**config.mk**
```make
export PLATFORM = sky130hd
export DESIGN_NAME = tile_fence_bank
export DESIGN_NICKNAME = d
export VERILOG_FILES = /design/src/rtl/tile_fence_pkg.sv /design/src/rtl/tile_fence_regs.sv /design/src/rtl/tile_fence_match.sv /design/src/rtl/tile_fence_result.sv /design/src/rtl/tile_fence_bank.sv
export SDC_FILE = /design/constraint.sdc
export NUM_CORES = 2
export LEC_CHECK = 0
export BUFFER_PORTS_ARGS = -buffer_cell sky130_fd_sc_hd__buf_2
export CELL_PAD_IN_SITES_DETAIL_PLACEMENT = 1
export CELL_PAD_IN_SITES_GLOBAL_PLACEMENT = 2
export CORE_MARGIN = 5
export CORE_UTILIZATION = 44
export CTS_CLUSTER_DIAMETER = 60
export DETAILED_ROUTE_END_ITERATION = 6
export PLACE_DENSITY = 0.93
export SLEW_MARGIN = 25
export SYNTH_ARGS = -nofsm -noshare
export SYNTH_HDL_FRONTEND = slang
export SYNTH_HIERARCHICAL = 1
export SYNTH_SLANG_ARGS = --single-unit
```
**constraint.sdc**
```tcl
create_clock -name clk -period 4.37 [get_ports clk]
set_input_delay 0.6555 -clock clk [delete_from_list [all_inputs] [get_ports clk]]
set_output_delay 0.6555 -clock clk [all_outputs]
set_load 0.03 [all_outputs]
```
**src/rtl/tile_fence_pkg.sv**
```systemverilog
package tile_fence_pkg;
  localparam int WORD_W           = 32;
  localparam int PAGE_LSB         = 12;
  localparam int PAGE_W           = WORD_W - PAGE_LSB;
  localparam int PITCH_W          = 10;
  localparam int STRIDE_UNIT_LOG2 = 7;
  localparam int STRIDE_W         = PITCH_W + 1 + STRIDE_UNIT_LOG2;

  // low word: first page, pitch, Y select, valid (bit 0)
  typedef struct packed {
    logic [PAGE_W-1:0]  first_pg;
    logic [PITCH_W-1:0] pitch;
    logic               ytile;
    logic               valid;
  } fence_lo_t;

  // high word: last page, low bits kept only for read-back
  typedef struct packed {
    logic [PAGE_W-1:0]   last_pg;
    logic [PAGE_LSB-1:0] spare;
  } fence_hi_t;
endpackage

```
**src/rtl/tile_fence_regs.sv**
```systemverilog
module tile_fence_regs
  import tile_fence_pkg::*;
#(
  parameter int NUM_FENCES = 16,
  parameter int IDX_W      = $clog2(NUM_FENCES),
  parameter int REG_AW     = IDX_W + 3
) (
  input  logic              clk,
  input  logic              rst_n,
  input  logic              wr_en,
  input  logic [REG_AW-1:0] addr,
  input  logic [WORD_W-1:0] wdata,
  output logic [WORD_W-1:0] rdata,
  output logic [WORD_W-1:0] lo_q [NUM_FENCES],
  output logic [WORD_W-1:0] hi_q [NUM_FENCES]
);
  logic [IDX_W-1:0] sel_idx;
  logic             sel_hi;
  logic             unused_addr_lsb;

  assign sel_idx         = addr[REG_AW-1:3];
  assign sel_hi          = addr[2];
  assign unused_addr_lsb = ^addr[1:0];

  for (genvar g = 0; g < NUM_FENCES; g++) begin : g_fence
    always_ff @(posedge clk or negedge rst_n) begin
      if (!rst_n) begin
        lo_q[g] <= '0;
        hi_q[g] <= '0;
      end else if (wr_en && sel_idx == IDX_W'(g)) begin
        if (sel_hi) hi_q[g] <= wdata;
        else        lo_q[g] <= wdata;
      end
    end

    AST_WRITE_LANDS: assert property (@(posedge clk) disable iff (!rst_n)
      (wr_en && sel_idx == IDX_W'(g)) |=>
        (($past(sel_hi) ? hi_q[g] : lo_q[g]) == $past(wdata)));
  end

  always_comb begin
    rdata = '0;
    for (int i = 0; i < NUM_FENCES; i++) begin
      if (sel_idx == IDX_W'(i)) rdata = sel_hi ? hi_q[i] : lo_q[i];
    end
  end
endmodule

```
**src/rtl/tile_fence_match.sv**
```systemverilog
module tile_fence_match
  import tile_fence_pkg::*;
#(
  parameter int NUM_FENCES = 16,
  parameter int IDX_W      = $clog2(NUM_FENCES)
) (
  input  logic [WORD_W-1:0]     lo_q [NUM_FENCES],
  input  logic [WORD_W-1:0]     hi_q [NUM_FENCES],
  input  logic [WORD_W-1:0]     addr,
  output logic [NUM_FENCES-1:0] hit_vec,
  output logic                  hit,
  output logic [IDX_W-1:0]      idx,
  output logic                  ytile,
  output logic [STRIDE_W-1:0]   stride
);
  logic [PAGE_W-1:0]   page;
  fence_lo_t           lo_f  [NUM_FENCES];
  fence_hi_t           hi_f  [NUM_FENCES];
  logic [STRIDE_W-1:0] str_f [NUM_FENCES];
  logic [NUM_FENCES-1:0] unused_hi_spare;
  logic                unused_addr_off;

  assign page            = addr[WORD_W-1:PAGE_LSB];
  assign unused_addr_off = ^addr[PAGE_LSB-1:0];

  for (genvar g = 0; g < NUM_FENCES; g++) begin : g_cmp
    assign lo_f[g]  = fence_lo_t'(lo_q[g]);
    assign hi_f[g]  = fence_hi_t'(hi_q[g]);
    assign str_f[g] = (STRIDE_W'({1'b0, lo_f[g].pitch}) + STRIDE_W'(1)) << STRIDE_UNIT_LOG2;
    assign hit_vec[g] = lo_f[g].valid && (page >= lo_f[g].first_pg)
                        && (page <= hi_f[g].last_pg);
    assign unused_hi_spare[g] = ^hi_f[g].spare;
  end

  // scan downward so the lowest matching index is the one left standing
  always_comb begin
    hit    = 1'b0;
    idx    = '0;
    ytile  = 1'b0;
    stride = '0;
    for (int i = NUM_FENCES - 1; i >= 0; i--) begin
      if (hit_vec[i]) begin
        hit    = 1'b1;
        idx    = IDX_W'(i);
        ytile  = lo_f[i].ytile;
        stride = str_f[i];
      end
    end
  end
endmodule

```
**src/rtl/tile_fence_result.sv**
```systemverilog
module tile_fence_result
  import tile_fence_pkg::*;
#(
  parameter int IDX_W = 4
) (
  input  logic                clk,
  input  logic                rst_n,
  input  logic                in_valid,
  output logic                in_ready,
  input  logic                in_hit,
  input  logic [IDX_W-1:0]    in_idx,
  input  logic                in_ytile,
  input  logic [STRIDE_W-1:0] in_stride,
  output logic                out_valid,
  input  logic                out_ready,
  output logic                out_hit,
  output logic [IDX_W-1:0]    out_idx,
  output logic                out_ytile,
  output logic [STRIDE_W-1:0] out_stride
);
  assign in_ready = !out_valid || out_ready;

  always_ff @(posedge clk or negedge rst_n) begin
    if (!rst_n) begin
      out_valid  <= 1'b0;
      out_hit    <= 1'b0;
      out_idx    <= '0;
      out_ytile  <= 1'b0;
      out_stride <= '0;
    end else if (in_ready) begin
      out_valid <= in_valid;
      if (in_valid) begin
        out_hit    <= in_hit;
        out_idx    <= in_idx;
        out_ytile  <= in_ytile;
        out_stride <= in_stride;
      end
    end
  end

  AST_STALL_HOLDS: assert property (@(posedge clk) disable iff (!rst_n)
    (out_valid && !out_ready) |=> (out_valid && $stable(out_hit) && $stable(out_idx)
      && $stable(out_ytile) && $stable(out_stride)));

  AST_MISS_ZERO: assert property (@(posedge clk) disable iff (!rst_n)
    (out_valid && !out_hit) |-> (out_idx == '0 && !out_ytile && out_stride == '0));
endmodule

```
**src/rtl/tile_fence_bank.sv**
```systemverilog
module tile_fence_bank
  import tile_fence_pkg::*;
#(
  parameter int NUM_FENCES = 16,
  localparam int IDX_W     = $clog2(NUM_FENCES),
  localparam int REG_AW    = IDX_W + 3
) (
  input  logic                clk,
  input  logic                rst_n,
  input  logic                reg_wr_en,
  input  logic [REG_AW-1:0]   reg_addr,
  input  logic [WORD_W-1:0]   reg_wdata,
  output logic [WORD_W-1:0]   reg_rdata,
  input  logic                lk_valid,
  output logic                lk_ready,
  input  logic [WORD_W-1:0]   lk_addr,
  output logic                res_valid,
  input  logic                res_ready,
  output logic                res_hit,
  output logic [IDX_W-1:0]    res_index,
  output logic                res_ytile,
  output logic [STRIDE_W-1:0] res_stride
);
  logic [WORD_W-1:0]     lo_q [NUM_FENCES];
  logic [WORD_W-1:0]     hi_q [NUM_FENCES];
  logic [NUM_FENCES-1:0] hit_vec;
  logic [NUM_FENCES-1:0] vld_vec;
  logic                  m_hit;
  logic [IDX_W-1:0]      m_idx;
  logic                  m_ytile;
  logic [STRIDE_W-1:0]   m_stride;

  tile_fence_regs #(.NUM_FENCES(NUM_FENCES), .IDX_W(IDX_W), .REG_AW(REG_AW)) u_regs (
    .clk(clk), .rst_n(rst_n), .wr_en(reg_wr_en), .addr(reg_addr),
    .wdata(reg_wdata), .rdata(reg_rdata), .lo_q(lo_q), .hi_q(hi_q)
  );

  tile_fence_match #(.NUM_FENCES(NUM_FENCES), .IDX_W(IDX_W)) u_match (
    .lo_q(lo_q), .hi_q(hi_q), .addr(lk_addr), .hit_vec(hit_vec),
    .hit(m_hit), .idx(m_idx), .ytile(m_ytile), .stride(m_stride)
  );

  tile_fence_result #(.IDX_W(IDX_W)) u_result (
    .clk(clk), .rst_n(rst_n), .in_valid(lk_valid), .in_ready(lk_ready),
    .in_hit(m_hit), .in_idx(m_idx), .in_ytile(m_ytile), .in_stride(m_stride),
    .out_valid(res_valid), .out_ready(res_ready), .out_hit(res_hit),
    .out_idx(res_index), .out_ytile(res_ytile), .out_stride(res_stride)
  );

  for (genvar g = 0; g < NUM_FENCES; g++) begin : g_vld
    assign vld_vec[g] = lo_q[g][0];
  end

  AST_INVALID_NEVER_HITS: assert property (@(posedge clk) disable iff (!rst_n)
    (lk_valid && lk_ready) |=>
      (!res_hit || ((($past(vld_vec) >> res_index) & NUM_FENCES'(1)) != '0)));

  AST_LOWEST_WINS: assert property (@(posedge clk) disable iff (!rst_n)
    m_hit |-> (hit_vec[m_idx] &&
      ((hit_vec & ((NUM_FENCES'(1) << m_idx) - NUM_FENCES'(1))) == '0)));
endmodule

```
After elaboration in Yosys (flattened, before gate mapping)
Index checks and enable logic that the tools add are counted.
{ "totals": {"reg_bits": 1049, "latchBits": 0, "ramBits": 0, "romBits": 0, "inputBits": 76, "wordCells": 281, "n_memories": 0} }
{ "op_classes": {"n_addsub": 16, "mul": 0, "div": 0, "order_cmp": 32, "n_eq_ne": 15, "shifts": 0, "mux": 96, "bitwise_logic": 1, "reduce_logical": 84} }
{ "op_table": {"columns": ["cell", "count"], "rows": [
  ["$mux W32", 32],
  ["$ge A20 B20 Y1", 16],
  ["$le A20 B20 Y1", 16],
  ["$mux W18", 16],
  ["$add A10 B1 Y11 const B", 16],
  ["$reduce_and A2 Y1", 33],
  ["$mux W4", 16],
  ["$logic_and A1 B1 Y1", 48],
  ["$eq A4 B4 Y1 const B", 8],
  ["$mux W1", 32],
  ["$eq A4 B3 Y1 const B", 4],
  ["$eq A4 B2 Y1 const B", 2],
  ["$eq A4 B1 Y1 const B", 1],
  ["$logic_not A4 Y1", 1],
  ["$logic_not A1 Y1", 1],
  ["$logic_or A1 B1 Y1", 1],
  ["$not A1 Y1", 1]
]} }

Longest topological paths before layout
{ "depth": {"ltp_word": 19, "depth_mapped": 16, "depth_no_buf": 14} }

Cells and area by module
The synthesis kept the hierarchy.
{ "by_module_without_submodules": {"columns": ["module", "instances", "cells_per_inst", "area_each_um2", "seq_area_each_um2"], "rows": [
  ["tile_fence_regs", 1, 3451, 47808.4, 25624.6],
  ["tile_fence_match", 1, 2896, 20273.2, 0.0],
  ["tile_fence_result", 1, 54, 1043.5, 625.6]
]} }

Least setup slack after synthesis
OpenSTA, ideal clock, no wires.
{ "synth_path": {"kind": "input -> register", "startpoint": "input port lk_addr[12]", "endpoint": "register u_result.out_stride[7]", "arrival_time_ns": 3.769, "required_ns": 4.245, "setup_slack_ns": 0.476, "stages": 14, "n_path_buf": 1, "path_cell_list": "inv_1 ha_1 nor2b_1 o21ai_0 a21oi_1 o311a_1 a221oi_2 clkbuf_1 nand2_1 o211a_1 a2111o_1 a21oi_1 o21ai_1 mux2_4"} }
{ "synth_via": {"elab_chain_cells": 19, "elab_cells_between_ends": 80} }
{ "synth_rtl": {"columns": ["item", "line", "rtl"], "rows": [
  ["from (decl)", "tile_fence_bank.sv:16", "input logic [WORD_W-1:0] lk_addr,"],
  ["$ge A20 B20 Y1", "tile_fence_match.sv:30", "assign hit_vec[g] = lo_f[g].valid && (page >= lo_f[g].first_pg)"],
  ["$logic_and A1 B1 Y1", "tile_fence_match.sv:30", null],
  ["$logic_and A1 B1 Y1", "tile_fence_match.sv:31", "&& (page <= hi_f[g].last_pg);"],
  ["$mux W18 (15 in series)", "tile_fence_match.sv:42", "if (hit_vec[i]) begin"],
  ["$mux W18 (*)", "tile_fence_match.sv:42", null],
  ["named net m_stride[7]", "tile_fence_bank.sv:31", "logic [STRIDE_W-1:0] m_stride;"],
  ["to (signal assigned)", "tile_fence_result.sv:36", "out_stride <= in_stride;"],
  ["to (decl)", "tile_fence_result.sv:19", "output logic [STRIDE_W-1:0] out_stride"]
]} }
Mark *: on every way through the listed nets, which the timed path passes. The rest lies on a longest branch.
A chain may end at the register's enable or synchronous reset.

Worst setup path in the final report
{ "layout_path": {"startpoint": "input port reg_addr[3]", "endpoint": "output port reg_rdata[14]"} }
{ "layout_via": {"elab_chain_cells": 17, "elab_cells_between_ends": 32} }
{ "layout_rtl": {"columns": ["item", "line", "rtl"], "rows": [
  ["from (decl)", "tile_fence_bank.sv:11", "input logic [REG_AW-1:0] reg_addr,"],
  ["$logic_not A4 Y1", "tile_fence_regs.sv:44", "if (sel_idx == IDX_W'(i)) rdata = sel_hi ? hi_q[i] : lo_q[i];"],
  ["$mux W32 (15 in series)", "tile_fence_regs.sv:44", null],
  ["$mux W32 (*)", "tile_fence_regs.sv:44", null],
  ["to (decl)", "tile_fence_bank.sv:13", "output logic [WORD_W-1:0] reg_rdata,"]
]} }
Mark *: on every way between the ends. The rest lies on a longest branch, timed or not.

==> reports/results.env <==
TIMING.SETUP.TNS_NS=0
LAYOUT_COMMONEST_CELL='sky130_fd_sc_hd__dfrtp_1'
WL_UM=267900
POST_SYNTH_NUM_CELL_TYPES=99
CLOCK_TREE.ROOT_CELL='sky130_fd_sc_hd__clkbuf_16'
VDD_IR_DROP_MAX_uV=330.6
ANT_NETS=0
NUMBER_OF_ANTENNA_VIOLATIONS_AT_THE_FIRST_CHECK_IN_GLOBAL_ROUTING=8
CLK_PIN_SLEW_NS=0.06
CTS.SINKS=1049
WORST_HOLD_STARTPOINT='lk_valid'
SEQUENTIAL_CELL_FRACTION_OF_TOTAL_POWER_PCT=37.5
CLOCK_TREE.BUFFER_DEPTH=3
TOP_LEVEL_PORTS=134
CLOCK_POWER_SHARE_PCT=32.7
NUMCTSBUFFERS=139
TIMING.FINAL.MAX_SLEW_VIOLATIONS=0
SYNTH_AREA_LEADER_CELL='sky130_fd_sc_hd__dfrtp_1'
DETAILROUTE.VIA_COUNT=55430
FIRST_PASS_ITERS=5
CP-END-KIND='primary output'
HTREE_NUM_LEVELS=4
POST_ROUTE_CELLS_DRIVE_ABOVE_1_SHARE_PCT=29.16
SYNTH_SEQ_AREA_SHARE_PCT=37.97
LAYOUT.AREA.SEQ_UM2=26250
RUN_STATUS='completed'
GRT_OVERFLOW=0
PLACE.GP.CONGESTION=0.9752
FINALHOLDVIOLATIONS=0
FP.DIEH_UM=406.4
SLEW_HEADROOM_PCT=27.23
SWITCHING_POWER_mW=12.58
FMAX_ACHIEVED_MHz=229.9
TIMING.RR.START='u_regs/lo_q[151]$_DFFE_PN0P_'
PORT_BUFFERS=119
GRT_FIRST_PASS_WIRELENGTH_UM=396200
SETUP_VIOL=0
MULTI_INPUT_COMB_AREA_UM2=38910
GRT_PASS1_VIAS=60370
FILLERINSTANCES=16640
DIE_WIDTH_UM=406.4
LEAKAGE_POWER_FIGURE_nW=37.35
CRIT_ARRIVAL_NS=3.69
MIN-DELAY-PATH-CLASS='input pin to flip-flop'
POWERDENSITY_nW_PER_UM2=452.9
CP_MAX_FO=19
SETUP_CP_TYPE='input pin to primary output'
FIN_CELLS=8935
INITIAL_CORE_UTILIZATION_PCT=44.25
POST-ROUTE-MIN-PERIOD_NS=4.349
PLACED_CELLS=8673
YS_FF_LATCH=1049
CRIT_PATH_START='reg_addr[3]'
PLACEMENTROWS=145
SYNTH_WARNINGS=6
LAYOUT_COMMON_CELLS='1049 x sky130_fd_sc_hd__dfrtp_1, 1032 x sky130_fd_sc_hd__mux2_2, 656 x sky130_fd_sc_hd__ha_1, 650 x sky130_fd_sc_hd__inv_1, 395 x sky130_fd_sc_hd__buf_4'
SYNTH_ENABLE_FLOP_CELLS=0
COMB_POWER_SHARE_PCT=29.8
SWITCHING_SHARE_PCT=34.67
P_INT_mW=23.71
SYNTHTOPCELLSBYAREA='sky130_fd_sc_hd__dfrtp_1 38%, sky130_fd_sc_hd__mux2_2 17%, sky130_fd_sc_hd__ha_1 12%, sky130_fd_sc_hd__mux2i_1 5.4%, sky130_fd_sc_hd__inv_1 3.5%'
SYNTH.CELL_AREA_UM2=69130
ROUTED_VIA_DENSITY=6.204
AREA_DELTA_SYNTH_FINAL_PCT=15.92
SYNTH_AREA_PER_CELL_UM2=10.80
COREAREA_UM2=156200
DRT_DRC_VIOLATIONS_LEFT=0
TIMING.CLOCK.SKEW_NS=0.02616
PLACE.DETAILED.HPWL_UM=196900
TIGHTESTPINTRANSITION_NS=1.086
POST-ROUTE-PERIOD-UTIL_PCT=99.52
MAXCAPVIOLCOUNT=0
WORST_EP_REQUIRED_TIME_NS=3.71
POST_CTS_BUFFERS=0
DRT_ITER0_MARKERS=4284
FINISH.NET_COUNT=7490
TOTAL_DIE_AREA_UM2=165100
DETAIL_ROUTE.WL_PER_CELL_UM=29.98
CLOCK_LATENCY_NS=0.78
WORSTSETUPSTARTPOINTTYPE='input pin'
GRTUSAGETOTAL_PCT=31.99
GRT_SETUP_UNREPAIRED='no'
PIN_COUNT_OF_THE_BIGGEST_NET_ENTERING_GLOBAL_ROUTING=117
CTS_TREE='built'
SYNTH.TOP_CELL.AREA_SHARE_PCT=37.97
YS.FLOP_TYPE='sky130_fd_sc_hd__dfrtp_1'
SYNTHARSTFLOPSHARE_PCT=100.0
SYNTH_CELLS=6401
-- final timing paths --
kind / to / slack (ns) / depth (start not counted)
max in group asynchronous: u_regs/hi_q[252]$_DFFE_PN0P_ / 2.61 / 4
worst min-delay path: u_result/out_valid$_DFFE_PN0P_ / 0.12 / 2
min in group asynchronous: u_regs/lo_q[506]$_DFFE_PN0P_ / 0.52 / 2
worst max register to register: u_result/out_stride[9]$_DFFE_PN0P_ / 0.10 / 14
worst max-delay path: reg_rdata[14] / 0.02 / 8
worst min register to register: u_result/out_idx[3]$_DFFE_PN0P_ / 0.50 / 1
-- per-stage QoR --
| step | power, mW | instance area, um^2 | worst slack (ns) | util (%) | hold slack (ns) |
|---|---|---|---|---|---|
| 6_report | 36.29 | 80130 | 0.02107 | 51.30 | 0.1235 |
| 2_1_floorplan | 19.61 | 69150 | 0.4759 | - | 0.3599 |
| 5_1_grt | 37.92 | 80110 | 0.02676 | 51.29 | 0.09494 |
| 3_5_place_dp | 24.21 | 75330 | -0.6658 | 48.23 | 0.4897 |
| 4_1_cts | 36.24 | 80060 | 0.005613 | 51.25 | 0.06864 |
| 3_3_place_gp | 23.54 | 75210 | -0.6906 | 48.15 | 0.4713 |
-- critical path, cell delays in order --
cell and delay, ns:
sky130_fd_sc_hd__buf_2 0.28, sky130_fd_sc_hd__buf_4 0.47, sky130_fd_sc_hd__mux4_2 0.38, sky130_fd_sc_hd__and2_1 0.22, sky130_fd_sc_hd__o31ai_1 0.44, sky130_fd_sc_hd__nand3_1 0.51
sky130_fd_sc_hd__a221o_1 0.52, sky130_fd_sc_hd__buf_2 0.19
-- cells by family (layout without fill, tap and decap cells) --
family / Yosys count / in the layout / synth area share, %
AOI/OAI and AO/OA: 1092 / 1092 / 10.58
other: 1 / 16 / 0.005425
buffers and inverters: 1038 / 1499 / 6.237
muxes: 1512 / 1512 / 24.78
DFF: 1049 / 1049 / 37.97
xor gates and xnor gates: 128 / 128 / 1.622
and+or+nand+nor: 925 / 925 / 6.923
adders and majority gates: 656 / 656 / 11.87
-- area by class of cell --
| cell class | count | area share (%) |
|---|---|---|
| tap | 2058 | 3.213 |
| clock inverter | 53 | 0.8119 |
| multi-input combinational | 4320 | 48.55 |
| timing repair buffer | 594 | 6.499 |
| inverter | 654 | 3.064 |
| clock buffer | 198 | 5.072 |
| antenna | 9 | 0.02811 |
| sequential | 1049 | 32.76 |
-- repair_timing --
item | 4_1_cts | 5_1_grt
gates resized for setup | 0 | 5
hold buffers | 1 | 0
hold endpoints to repair | 69 | 0
endpoints found under the setup margin | 0 | 6
-- power groups by stage --
stage	Clock (mW)	Sequential (mW)	Combinational, mW
after global routing	12.4	13.8	11.7
after global placement	0	13.5	10.0
after CTS	12.0	13.6	10.7
after floorplan	0	13.1	6.53
after detailed placement	0	13.7	10.5
final	11.9	13.6	10.8
-- synth_stat cells (all sizes together) (12+ instances only) --
master   instances
mux2          1094
o31ai           29
a21o            68
o221ai          18
nor3            37
a211oi          73
nand2          254
and4            32
o211ai          53
mux2i          374
nor4            19
nand2b          20
xnor2           63
nand3          162
a21oi          296
a221o           31
nor2           149
a2111oi         19
o22ai          111
buf            209
inv            652
o21a            23
a31oi           20
and2            31
and3            45
dfrtp         1049
clkbuf         175
or2             14
a22oi           29
nand4           80
a211o           12
xor2            65
a221oi          57
ha             656
mux4            44
nor2b           38
o2111ai         13
o21ai          161
-- metal layers --
metal,vias up,track usage (%),part of all wire [%]
met3,661,6.202,7.1
met5,-,0,0.0078
met4,4,17.16,5.9
met2,1960,51.60,46
li1,23970,-,-
met1,28840,40.70,41
-- sequential cells by signal, indices dropped and copies added, names as in the netlist --
register / count
u_regs/hi_q: 512
u_result/out_hit: 1
u_result/out_ytile: 1
u_result/out_stride: 18
u_regs/lo_q: 512
u_result/out_idx: 4
u_result/out_valid: 1
Note: power is estimated with default switching activity, not from simulation.
